`src/rtl/smem_rd_pkg.sv`:
```
// Shared types for the static memory read timing generator.
// Assumes nothing beyond standard SystemVerilog.
package smem_rd_pkg;

    // Access sequencer state: idle, or running through an access.
    typedef enum logic {
        SEQ_IDLE = 1'b0,
        SEQ_RUN  = 1'b1
    } seq_st_e;

endpackage

```
`src/rtl/smem_rd_seq.sv`:
```
// Access sequencer. Accepts a request while idle, then counts access
// cycles t = 0 .. len-1 and returns to idle. Also exports the next-cycle
// count and activity, so downstream output flops can be registered
// without a cycle of lag.
// Assumes len >= 1 and stays steady during an access.
module smem_rd_seq
    import smem_rd_pkg::*;
#(
    parameter int TW = 8
) (
    input  logic          clk,
    input  logic          rst_n,
    input  logic          req_valid,
    input  logic [TW-1:0] len,
    output logic          accept,
    output logic          active,
    output logic [TW-1:0] t_cur,
    output logic          act_nxt,
    output logic [TW-1:0] t_nxt
);

    seq_st_e       st_q;
    logic [TW-1:0] t_q;
    logic          at_end;

    // Next-state decode: accept when idle, advance while running, stop at the end.
    always_comb begin
        accept  = req_valid && (st_q == SEQ_IDLE);
        at_end  = (st_q == SEQ_RUN) && ((t_q + 1'b1) == len);
        act_nxt = 1'b0;
        t_nxt   = '0;
        if (accept) begin
            act_nxt = 1'b1;
            t_nxt   = '0;
        end else if ((st_q == SEQ_RUN) && !at_end) begin
            act_nxt = 1'b1;
            t_nxt   = t_q + 1'b1;
        end
    end

    // State and cycle counter registers.
    always_ff @(posedge clk) begin
        if (!rst_n) begin
            st_q <= SEQ_IDLE;
            t_q  <= '0;
        end else begin
            st_q <= act_nxt ? SEQ_RUN : SEQ_IDLE;
            t_q  <= t_nxt;
        end
    end

    assign active = (st_q == SEQ_RUN);
    assign t_cur  = t_q;

endmodule

```
`src/rtl/smem_rd_win.sv`:
```
// Strobe window calculator. From a setup, pulse and hold triple it works
// out whether the strobe is on in the next cycle, the full span the
// strobe needs, and whether the current cycle is the strobe's last on
// cycle. A zero pulse is widened to one cycle.
// Assumes the counts stay steady during an access and TW >= CNT_W + 2.
module smem_rd_win #(
    parameter int CNT_W = 6,
    parameter int TW    = CNT_W + 2
) (
    input  logic [CNT_W-1:0] setup,
    input  logic [CNT_W-1:0] pulse,
    input  logic [CNT_W-1:0] hold,
    input  logic             active,
    input  logic [TW-1:0]    t_cur,
    input  logic             act_nxt,
    input  logic [TW-1:0]    t_nxt,
    output logic             on_nxt,
    output logic             last_on,
    output logic [TW-1:0]    span
);

    localparam int PADW = TW - CNT_W;

    logic [TW-1:0] start_t;
    logic [TW-1:0] pulse_eff;
    logic [TW-1:0] stop_t;

    // Window edges: start at setup, stop after the (floored) pulse, span includes hold.
    always_comb begin
        start_t   = {{PADW{1'b0}}, setup};
        pulse_eff = (pulse == '0) ? TW'(1) : {{PADW{1'b0}}, pulse};
        stop_t    = start_t + pulse_eff;
        span      = stop_t + {{PADW{1'b0}}, hold};
        on_nxt    = act_nxt && (t_nxt >= start_t) && (t_nxt < stop_t);
        last_on   = active && (t_cur == (stop_t - 1'b1));
    end

endmodule

```
`src/rtl/smem_rd_addr.sv`:
```
// External address register. Loads the mapped address when a request is
// accepted and holds it until the next one. Halfword devices get the byte
// address shifted right by one bit.
// Assumes the width select is steady at the load edge.
module smem_rd_addr #(
    parameter int ADDR_W = 24
) (
    input  logic              clk,
    input  logic              rst_n,
    input  logic              load,
    input  logic              dev16,
    input  logic [ADDR_W-1:0] addr_in,
    output logic [ADDR_W-1:0] addr_out
);

    logic [ADDR_W-1:0] mapped;

    // Width-dependent mapping of the byte address onto the device pins.
    always_comb begin
        mapped = dev16 ? {1'b0, addr_in[ADDR_W-1:1]} : addr_in;
    end

    // Address hold register.
    always_ff @(posedge clk) begin
        if (!rst_n) begin
            addr_out <= '0;
        end else if (load) begin
            addr_out <= mapped;
        end
    end

endmodule

```
`src/rtl/smem_rd_timer.sv`:
```
// Static memory read timing generator (top). Runs one read access per
// accepted request. Read strobe and chip select follow their own
// setup/pulse/hold windows inside a total length that is stretched to
// cover the longer strobe span. All pin outputs come straight from flops.
// Assumes the cfg_* inputs are steady while busy is high.
module smem_rd_timer #(
    parameter int ADDR_W = 24,
    parameter int DATA_W = 16,
    parameter int NUM_CS = 6,
    parameter int CNT_W  = 6,
    parameter int CS_W   = 3
) (
    input  logic              clk,
    input  logic              rst_n,
    input  logic              req_valid,
    input  logic [ADDR_W-1:0] req_addr,
    input  logic [CS_W-1:0]   req_cs,
    input  logic              cfg_dev16,
    input  logic [CNT_W-1:0]  cfg_rd_setup,
    input  logic [CNT_W-1:0]  cfg_rd_pulse,
    input  logic [CNT_W-1:0]  cfg_rd_hold,
    input  logic [CNT_W-1:0]  cfg_cs_setup,
    input  logic [CNT_W-1:0]  cfg_cs_pulse,
    input  logic [CNT_W-1:0]  cfg_cs_hold,
    input  logic [CNT_W-1:0]  cfg_cycle,
    output logic              busy,
    output logic [ADDR_W-1:0] mem_addr,
    output logic              mem_rd_n,
    output logic [NUM_CS-1:0] mem_cs_n,
    input  logic [DATA_W-1:0] mem_data_in,
    output logic [DATA_W-1:0] rdata,
    output logic              rdata_valid
);

    localparam int TW   = CNT_W + 2;
    localparam int PADW = TW - CNT_W;

    logic          accept;
    logic          active;
    logic [TW-1:0] t_cur;
    logic          act_nxt;
    logic [TW-1:0] t_nxt;
    logic [TW-1:0] len;
    logic [TW-1:0] cyc_eff;
    logic [TW-1:0] rd_span;
    logic [TW-1:0] cs_span;
    logic [TW-1:0] span_max;
    logic          rd_on_nxt;
    logic          rd_last_on;
    logic          cs_on_nxt;
    logic          cs_last_unused;
    logic [CS_W-1:0] sel_q;
    logic [CS_W-1:0] sel_nxt;
    logic          rd_n_q;
    logic [NUM_CS-1:0] cs_n_q;
    logic [DATA_W-1:0] rdata_q;
    logic          dv_q;

    // Access length: largest of the cycle count and both strobe spans.
    always_comb begin
        cyc_eff  = (cfg_cycle == '0) ? TW'(1) : {{PADW{1'b0}}, cfg_cycle};
        span_max = (rd_span > cs_span) ? rd_span : cs_span;
        len      = (span_max > cyc_eff) ? span_max : cyc_eff;
    end

    smem_rd_seq #(.TW(TW)) u_seq (
        .clk       (clk),
        .rst_n     (rst_n),
        .req_valid (req_valid),
        .len       (len),
        .accept    (accept),
        .active    (active),
        .t_cur     (t_cur),
        .act_nxt   (act_nxt),
        .t_nxt     (t_nxt)
    );

    smem_rd_win #(.CNT_W(CNT_W), .TW(TW)) u_rd_win (
        .setup   (cfg_rd_setup),
        .pulse   (cfg_rd_pulse),
        .hold    (cfg_rd_hold),
        .active  (active),
        .t_cur   (t_cur),
        .act_nxt (act_nxt),
        .t_nxt   (t_nxt),
        .on_nxt  (rd_on_nxt),
        .last_on (rd_last_on),
        .span    (rd_span)
    );

    smem_rd_win #(.CNT_W(CNT_W), .TW(TW)) u_cs_win (
        .setup   (cfg_cs_setup),
        .pulse   (cfg_cs_pulse),
        .hold    (cfg_cs_hold),
        .active  (active),
        .t_cur   (t_cur),
        .act_nxt (act_nxt),
        .t_nxt   (t_nxt),
        .on_nxt  (cs_on_nxt),
        .last_on (cs_last_unused),
        .span    (cs_span)
    );

    smem_rd_addr #(.ADDR_W(ADDR_W)) u_addr (
        .clk      (clk),
        .rst_n    (rst_n),
        .load     (accept),
        .dev16    (cfg_dev16),
        .addr_in  (req_addr),
        .addr_out (mem_addr)
    );

    // Select index for the coming cycle: the new request's on accept, else the held one.
    always_comb begin
        sel_nxt = accept ? req_cs : sel_q;
    end

    // Select index register.
    always_ff @(posedge clk) begin
        if (!rst_n) begin
            sel_q <= '0;
        end else begin
            sel_q <= sel_nxt;
        end
    end

    // Read strobe flop, driven from the next-cycle window.
    always_ff @(posedge clk) begin
        if (!rst_n) begin
            rd_n_q <= 1'b1;
        end else begin
            rd_n_q <= !rd_on_nxt;
        end
    end

    // One flop per chip-select line; only the selected index can go low.
    for (genvar gi = 0; gi < NUM_CS; gi++) begin : g_cs
        always_ff @(posedge clk) begin
            if (!rst_n) begin
                cs_n_q[gi] <= 1'b1;
            end else begin
                cs_n_q[gi] <= !(cs_on_nxt && (sel_nxt == CS_W'(gi)));
            end
        end
    end

    // Data capture on the last strobe-on edge, plus the one-cycle valid pulse.
    always_ff @(posedge clk) begin
        if (!rst_n) begin
            rdata_q <= '0;
            dv_q    <= 1'b0;
        end else begin
            dv_q <= rd_last_on;
            if (rd_last_on) begin
                rdata_q <= mem_data_in;
            end
        end
    end

    assign busy        = active;
    assign mem_rd_n    = rd_n_q;
    assign mem_cs_n    = cs_n_q;
    assign rdata       = rdata_q;
    assign rdata_valid = dv_q;

endmodule

```
`config.mk`:
```
export PLATFORM = sky130hd
export DESIGN_NAME = smem_rd_timer
export DESIGN_NICKNAME = d
export VERILOG_FILES = /design/src/rtl/smem_rd_pkg.sv /design/src/rtl/smem_rd_seq.sv /design/src/rtl/smem_rd_win.sv /design/src/rtl/smem_rd_addr.sv /design/src/rtl/smem_rd_timer.sv
export SDC_FILE = /design/constraint.sdc
export NUM_CORES = 1
export LEC_CHECK = 0
export ABC_CLOCK_PERIOD_IN_PS = 11950
export CORE_ASPECT_RATIO = 0.7
export CORE_MARGIN = 3
export CORE_UTILIZATION = 40
export CTS_BUF_LIST = sky130_fd_sc_hd__clkbuf_16
export DETAILED_ROUTE_END_ITERATION = 7
export DONT_BUFFER_PORTS = 1
export GPL_TIMING_DRIVEN = 0
export PLACE_DENSITY = 0.5
export SLEW_MARGIN = 20
export SYNTH_ARGS = -nofsm -noshare
export SYNTH_HDL_FRONTEND = slang
export SYNTH_HIERARCHICAL = 1
export SYNTH_SLANG_ARGS = --single-unit
```
`constraint.sdc`:
```
create_clock -name clk -period 11.95 [get_ports clk]
set_input_delay 2.9875 -clock clk [delete_from_list [all_inputs] [get_ports clk]]
set_output_delay 2.9875 -clock clk [all_outputs]
set_load 0.01 [all_outputs]
```
==> reports/qor.txt, run 1 <==
Final #Nets: 753
part of the cycle the worst path needs: 94.5%
pwr dens: 182 nW/um^2
# diodes: 0
max_cap viols: 0
port buffer count: 0
Initial Util: 42.3%
CTS Root Cell: clkbuf_16
Critical Path Start Type: input pin
most frequent cells in the layout: 62 x ha_1, 60 x dfxtp_1, 51 x inv_1
global-route wire length before repair: 20.8 mm
mapped cell area: 5100 um^2
DP HPWL: 10.7 mm
Worst Path Max Fanout: 10
GRT Util Overall: 18.3%
Final ANT Viol Nets: 0
final setup vio count: 0
Max Buffers Root-to-Sink: 2
vias post-DR: 4103
CTS tree: done
Syn Inst Count: 580
GP Congestion: 0.867
commonest non-fill, non-tap cell in the layout: ha_1
worst IR drop on VDD: 0.108 mV
starting DRC count in detailed routing: 248
DIE AREA: 14200 um^2
status: completed
initial antenna violation count: 0
WP data required: 12140 ps
Tightest Pin Transition: 639 ps
Slowest-stage cell, CP: fa_2
clk sinks: 60
drt first pass iters: 5
Final TNS setup: 0 ps
Syn-to-layout area delta: 12.1%
Max Clk Rate: 0.0886 GHz
Critical Path Max Stage Delay: 520 ps
H-tree levels: 3
Static Leakage: 2.47 nW
worst-skew pair later-pin latency: 320 ps
Final Max Slew Viols: 0
Worst setup EP type: flop
WP data arrival: 11480 ps
Residual DRC: 0
die width: 141 um
Power Total: 1.04 mW
WL per Instance: 17.1 um
grt ovf: 0
vias in the first global route: 4061
pin count of the biggest net entering global routing: 19
wire length on met2: 5.46 mm
max layer used: met4
cell row count: 33
Setup CP Type: input pin to flop
met3 routed WL: 820 um
Slew HR: 56.9%
Ys Warns: 6
met1 wire length: 6.62 mm
Placeable Area: 12100 um^2
Reg clk slew, reported paths: 50 ps
hold_buf cts: 0
clk_skew: 5.06 ps
final hold vios: 0
Syn Area/Cell: 8.80 um^2
Layout fillers: 1206
post-DR vias/cell: 5.41
syn_nets: 735
final wirelength: 13.0 mm
Post-Route Utilization: 47.4%
Ports: 138
die span in y: 100 um
Top cell by count, worst path: ha_1
CTS buffer count: 9
fraction of layout cells with a size suffix above 1: 13.5%
Final min period: 11290 ps
type of the most critical hold path: flop to flop
state kept, by name (all words and copies together), names as in the netlist:
register         flops
sel_q                3
mem_rd_n             1
u_addr/addr_out     24
rdata_valid          1
mem_cs_n             6
rdata               16
u_seq/active         1
u_seq/t_cur          8
timing repair:
item | 4_1_cts | 5_1_grt
buffers inserted | 3 | 4
setup endpoints to repair | 7 | 7
pin swaps | 3 | 4
resized for setup | 3 | 16
worst paths after layout:
| check | startpoint | to | slack [ps] | depth (start not counted) |
|---|---|---|---|---|
| worst max-delay path | cfg_rd_pulse[5] | mem_cs_n[0] | 660 | 43 |
| worst min-delay path | u_addr/addr_out[23] | u_addr/addr_out[23] | 540 | 2 |
| worst max register to register | u_seq/t_cur[0] | mem_cs_n[0] | 7670 | 18 |
| worst min register to register | u_addr/addr_out[23] | u_addr/addr_out[23] | 540 | 2 |
cell type report:
class | count | area [um^2] | area share [%]
buffer | 25 | 178 | 3.11
clock buffer | 9 | 225 | 3.94
clock inverter | 6 | 56.3 | 0.984
inverter | 53 | 199 | 3.48
multi-input combinational | 442 | 3610 | 63.1
sequential | 60 | 1200 | 21.0
tap | 157 | 196 | 3.43
timing repair buffer | 7 | 52.6 | 0.919
through the flow:
step	worst slack [ps]	hold slack [ps]	area (um^2)	cells
final	661	538	5720	759
after global routing	-19.1	557	5720	759
after CTS	55.1	543	5620	755
after detailed placement	-678	534	5300	737
after global placement	-605	523	5300	737
after floorplan	944	485	5100	580
per-layer routing:
layer	vias to the layer above	track usage, %
li1	2084	-
met1	1904	27.2
met2	108	26.8
met3	7	5.22
met4	0	2.53
met5	-	0
worst max-delay path, delay by kind of cell:
kind	cells	cell delay, ps
buffers and inverters	5	800
multiplexers	1	90
AND/OR/NAND/NOR	12	1970
adder cells (fa/ha/maj)	7	2240
AO/OA/AOI/OAI	18	3360
where the power goes:
part | internal [mW] | total (mW) | switching [mW] | leakage [nW]
Clock | 0.158 | 0.242 | 0.0845 | 0.130
Sequential | 0.209 | 0.219 | 0.0101 | 0.490
Combinational | 0.265 | 0.581 | 0.316 | 1.85
Power figures use the tool's default switching activity.
==> inputs of run 2 (changes only) <==
Settings changed: ABC_CLOCK_PERIOD_IN_PS 11950 to 14400, DONT_BUFFER_PORTS 1 to not set, PLACE_DENSITY 0.5 to 0.64, SKIP_CTS_REPAIR_TIMING set to 1.
Clock period 11.95 ns to 14.4 ns, I/O delays scaled along.
==> run 2 against run 1 <==
- setup slack improved by 480 ps
- final cell count increased by 17%
- largest power group unchanged
- die area unchanged
==> reports/qor.txt, run 2 (synthesis gave the netlist of run 1 again) <==
Crit path max-delay family: compound AO/OA/AOI/OAI gates
Reg clk slew, reported paths: 50 ps (about the same)
DP HPWL: 11.7 mm (+9.1%)
Reg with most FFs: u_addr/addr_out
vias in the first global route: 4589 (+13%)
R2R Setup Slk: 9890 ps (+2220 ps)
H-tree levels: 3 (unchanged)
port buffer count: 136 (+136)
commonest non-fill, non-tap cell in the layout: clkdlybuf4s50_1
Final Max Slew Viols: 0 (unchanged)
GP Congestion: 0.892 (+2.9%)
Placeable Area: 12100 um^2 (unchanged)
status: completed
Area after DPL: 6660 um^2 (+26%)
post-route cell area: 6920 um^2 (+21%)
clk_skew: 4.01 ps (-1.05 ps)
# diodes: 0 (unchanged)
Worst Path Max Fanout: 10 (unchanged)
Tightest Pin Transition: 867 ps (+228 ps)
clk sinks: 60 (unchanged)
final wirelength: 13.9 mm (+7.4%)
Ports: 138 (unchanged)
max_cap viols: 0 (unchanged)
die width: 141 um (unchanged)
die span in y: 100 um (unchanged)
Final ANT Viol Nets: 0 (unchanged)
Crit. Startpoint: cfg_cs_pulse[5]
Final #Nets: 882 (+17%)
Worst setup EP type: flop
Final TNS setup: 0 ps (unchanged)
fraction of layout cells with a size suffix above 1: 8.76% (-4.7 points)
Syn-to-layout area delta: 35.6%
CP bufs+invs: 5 (unchanged)
CTS tree: done
CTS Root Cell: clkbuf_16
Residual DRC: 0 (unchanged)
Static Leakage: 2.95 nW (+19%)
hold_sp: u_addr/addr_out[23]
type of the most critical hold path: flop to flop
pin count of the biggest net entering global routing: 19 (unchanged)
starting DRC count in detailed routing: 281 (+13%)
WL per Instance: 15.7 um (-8.2%)
final setup vio count: 0 (unchanged)
post-DR vias/cell: 5.26 (-2.7%)
most frequent cells in the layout: 136 x clkdlybuf4s50_1, 62 x ha_1, 60 x dfxtp_1
drt first pass iters: 5 (unchanged)
GRT Util Overall: 19.8% (+1.5 points)
Max Buffers Root-to-Sink: 2 (unchanged)
Reg2Reg Launch Point: u_seq/t_cur[0]
final hold vios: 0 (unchanged)
Critical Path Start Type: input pin
Largest register FFs: 24 (unchanged)
pwr dens: 120 nW/um^2 (-34%)
grt ovf: 0 (unchanged)
Final min period: 13260 ps
part of the cycle the worst path needs: 92.1%
Top cell by count, worst path: nor2_1
Max Clk Rate: 0.0754 GHz
cell row count: 33 (unchanged)
Slowest-stage cell, CP: a222oi_1
CTS buffer count: 9 (unchanged)
initial antenna violation count: 0 (unchanged)
vias post-DR: 4671 (+14%)
WP data arrival: 13460 ps (+1980 ps)
WP data required: 14600 ps (+2460 ps)
DIE AREA: 14200 um^2 (unchanged)
Critical Path Max Stage Delay: 640 ps (+120 ps)
RSZ-0062 raised after global routing: false
Initial Util: 42.3% (unchanged)
worst-skew pair later-pin latency: 310 ps (about the same)
global-route wire length before repair: 22.9 mm (+10%)
Setup CP Type: input pin to flop
worst IR drop on VDD: 0.0909 mV (-15%)
Slew HR: 42.1% (-15 points)
## run 2: per-layer routing
| metal | track usage [%] | vias to the layer above | part of all wire, % |
|---|---|---|---|
| met1 | 29.5 | 2178 | 50 |
| met4 | 2.83 | 0 | 0.44 |
| met2 | 30.0 | 134 | 43 |
| met5 | 0 | - | 0 |
| met3 | 4.13 | 6 | 5.9 |
| li1 | - | 2353 | - |
## run 2: final cells by class
type                    count  area, um^2
flip-flops and latches     60        1200
repair buffers            136        1360
inverters                  53         199
fillers                  1098        5140
multi-input cells         442        3520
clock buffers               9         225
plain buffers              25         176
clock inverters             6        32.5
well taps                 157         196
## run 2: report_power, final
group | switching, mW | internal (mW) | leakage (nW)
registers | 0.00431 | 0.173 | 0.490
clock network | 0.0698 | 0.113 | 0.132
logic | 0.260 | 0.208 | 2.33
total | 0.334 | 0.495 | 2.95
## run 2: stage by stage
stage | setup WS (ps) | hold slack, ps | instances | power, mW | utilization [%]
global placement | 1030 | 470 | 873 | 0.625 | 55.2
global route | 383 | 538 | 888 | 0.895 | 57.4
CTS | 1290 | 490 | 888 | 0.829 | 57.4
finish | 1140 | 490 | 888 | 0.829 | 57.4
detailed placement | 992 | 483 | 873 | 0.641 | 55.2
floorplan | 2780 | 485 | 580 | 0.515 | -
## run 2: worst register-to-register path: cells and delay by family (launching register included)
family / cells / cell delay [ps]
AOI/OAI and AO/OA: 6 / 900
xor gates and xnor gates: 1 / 420
DFF: 1 / 520
buffers and inverters: 2 / 230
and+or+nand+nor: 8 / 1810
adders and majority gates: 2 / 580
## run 2: path summary, 6_finish.rpt
check	cells past startpoint	endpoint
min	2	u_addr/addr_out[23]
max reg2reg	19	mem_cs_n[3]
max	41	mem_cs_n[3]
min reg2reg	2	u_addr/addr_out[23]
==> inputs of run 3 (changes only) <==
--- a/config.mk
+++ b/config.mk
@@ -14,2 +14,3 @@
 export GPL_TIMING_DRIVEN = 0
+export HOLD_SLACK_MARGIN = 0.02
 export PLACE_DENSITY = 0.64
==> constraint.sdc (replaced) <==
create_clock -name clk -period 14.4 [get_ports clk]
set_input_delay 4.32 -clock clk [delete_from_list [all_inputs] [get_ports clk]]
set_output_delay 4.32 -clock clk [all_outputs]
set_load 0.01 [all_outputs]
==> run 3 against run 2 <==
- flip-flop and latch count did not move
- die area did not move
- clock-buffer cell count did not move
- critical path type unchanged
- largest cell class unchanged
- largest power group unchanged
- highest routed layer unchanged
==> reports/qor.txt, run 3 (synthesis gave the netlist of run 1 again) <==
vias in the first global route: 4589 (unchanged)
Max Clk Rate: 0.0729 GHz (-3.3%)
Worst Path Max Fanout: 10 (unchanged)
Reg2Reg Depth: 18 (-1)
Critical Path Start Type: input pin
CTS tree: done
Final min period: 13710 ps (+452 ps)
clk sinks: 60 (unchanged)
Hold Path Depth: 2 (unchanged)
post-DR vias/cell: 5.27 (+0.22%)
Final #Nets: 884 (+0.23%)
final setup vio count: 0 (unchanged)
Max Buffers Root-to-Sink: 2 (unchanged)
Largest register FFs: 24 (unchanged)
part of the cycle the worst path needs: 95.2% (+3.1 points)
Critical Path Max Stage Delay: 530 ps (-110 ps)
clk_skew: 4.42 ps (+0.405 ps)
Final TNS setup: 0 ps (unchanged)
die width: 141 um (unchanged)
# diodes: 0 (unchanged)
worst-skew pair later-pin latency: 320 ps (about the same)
Sw Pwr: 0.339 mW (+1.4%)
Setup CP Type: input pin to flop
pwr dens: 122 nW/um^2 (+1.6%)
Slowest-stage cell, CP: or4_1
max_cap viols: 0 (unchanged)
Layout fillers: 1093 (-0.46%)
GRT Util Overall: 19.8% (unchanged)
Final ANT Viol Nets: 0 (unchanged)
starting DRC count in detailed routing: 285 (+1.4%)
Area after DPL: 6660 um^2 (unchanged)
Reg with most FFs: u_addr/addr_out
WL per Instance: 15.7 um (+0.16%)
Comb pwr share: 57.3% (+0.8 points)
P_int: 0.507 mW (+2.5%)
WP data required: 14600 ps (about the same)
Tightest Pin Transition: 597 ps (-270 ps)
grt ovf: 0 (unchanged)
status: completed
CTS buffer count: 9 (unchanged)
pin count of the biggest net entering global routing: 19 (unchanged)
Syn-to-layout area delta: 36.3%
global-route wire length before repair: 22.9 mm (unchanged)
CP bufs+invs: 6 (+1)
CTS Root Cell: clkbuf_16
Switching Share: 40.1% (-0.26 points)
Sequential Power Share: 21.0% (-0.4 points)
final wirelength: 14.0 mm (+0.39%)
vias post-DR: 4692 (+0.45%)
Initial Util: 42.3% (unchanged)
Clock power frac: 21.7% (-0.4 points)
worst IR drop on VDD: 0.0947 mV (+4.3%)
drt first pass iters: 5 (unchanged)
cell row count: 33 (unchanged)
Crit path max-delay family: compound AO/OA/AOI/OAI gates
Final Max Slew Viols: 0 (unchanged)
Static Leakage: 2.97 nW (+0.61%)
Reg clk slew, reported paths: 50 ps (about the same)
die span in y: 100 um (unchanged)
Ports: 138 (unchanged)
post-route cell area: 6950 um^2 (+0.49%)
DP HPWL: 11.7 mm (unchanged)
Slew HR: 60.1% (+18 points)
port buffer count: 136 (unchanged)
Residual DRC: 0 (unchanged)
type of the most critical hold path: flop to flop
CP Depth: 42 (+2.4%)
Placeable Area: 12100 um^2 (unchanged)
RSZ-0062 raised after global routing: false
H-tree levels: 3 (unchanged)
commonest non-fill, non-tap cell in the layout: clkdlybuf4s50_1
GP Congestion: 0.892 (unchanged)
initial antenna violation count: 0 (unchanged)
most frequent cells in the layout: 136 x clkdlybuf4s50_1, 62 x ha_1, 60 x dfxtp_1
DIE AREA: 14200 um^2 (unchanged)
final hold vios: 0 (unchanged)
Worst setup EP type: flop
WP data arrival: 13910 ps (+450 ps)
fraction of layout cells with a size suffix above 1: 9.55% (+0.79 points)
==> run 3: cell count changes in the layout (fill, tap and decap cells not counted), sizes merged <==
| cell | change |
|---|---|
| buf | +2 |
==> run 3: tightest hold or removal path: cells and delay by family (launching register included) <==
kind / cells / cell delay [ps]
and+or+nand+nor: 1 / 60
AOI/OAI and AO/OA: 1 / 70
DFF: 1 / 310
==> run 3: metal layers <==
layer / GRT usage, % / part of all wire (%) / vias up
met5: 0 / 0 / -
met4: 2.83 / 0.38 / 0
met3: 4.13 / 6.3 / 4
met2: 30.0 / 43 / 132
met1: 29.5 / 50 / 2199
li1: - / - / 2357
==> run 3: layout make-up <==
type	instances	area, um^2	share of cell area [%]
Buffer	25	178	2.56
Tap cell	157	196	2.83
Timing Repair Buffer	138	1380	19.8
Clock buffer	9	225	3.24
Clock inverter	6	32.5	0.468
Inverter	53	199	2.86
Multi-Input combinational cell	442	3540	51.0
Sequential cell	60	1200	17.3
==> run 3: worst paths after layout <==
kind	from	end	slack (ps)
max reg2reg	u_seq/t_cur[0]	mem_cs_n[3]	9870
max	cfg_cs_pulse[5]	mem_cs_n[3]	690
min reg2reg	u_addr/addr_out[23]	u_addr/addr_out[23]	490
min	u_addr/addr_out[23]	u_addr/addr_out[23]	490
==> run 3: stage by stage <==
stage               power [mW]  hold WS, ps  util [%]  setup slack [ps]  cells
floorplan                0.515          485         -              2060    580
global placement         0.625          470      55.2               307    873
detailed placement       0.641          483      55.2               272    873
CTS                      0.829          490      57.4               573    888
global route             0.913          538      57.6               113    890
finish                   0.846          490      57.6               689    890
==> run 3: power groups by stage <==
stage	Clock (mW)	Combinational (mW)	Sequential (mW)
global route	0.198	0.536	0.178
floorplan	0	0.332	0.183
detailed placement	0	0.460	0.181
CTS	0.189	0.463	0.178
finish	0.183	0.485	0.178
global placement	0	0.445	0.181
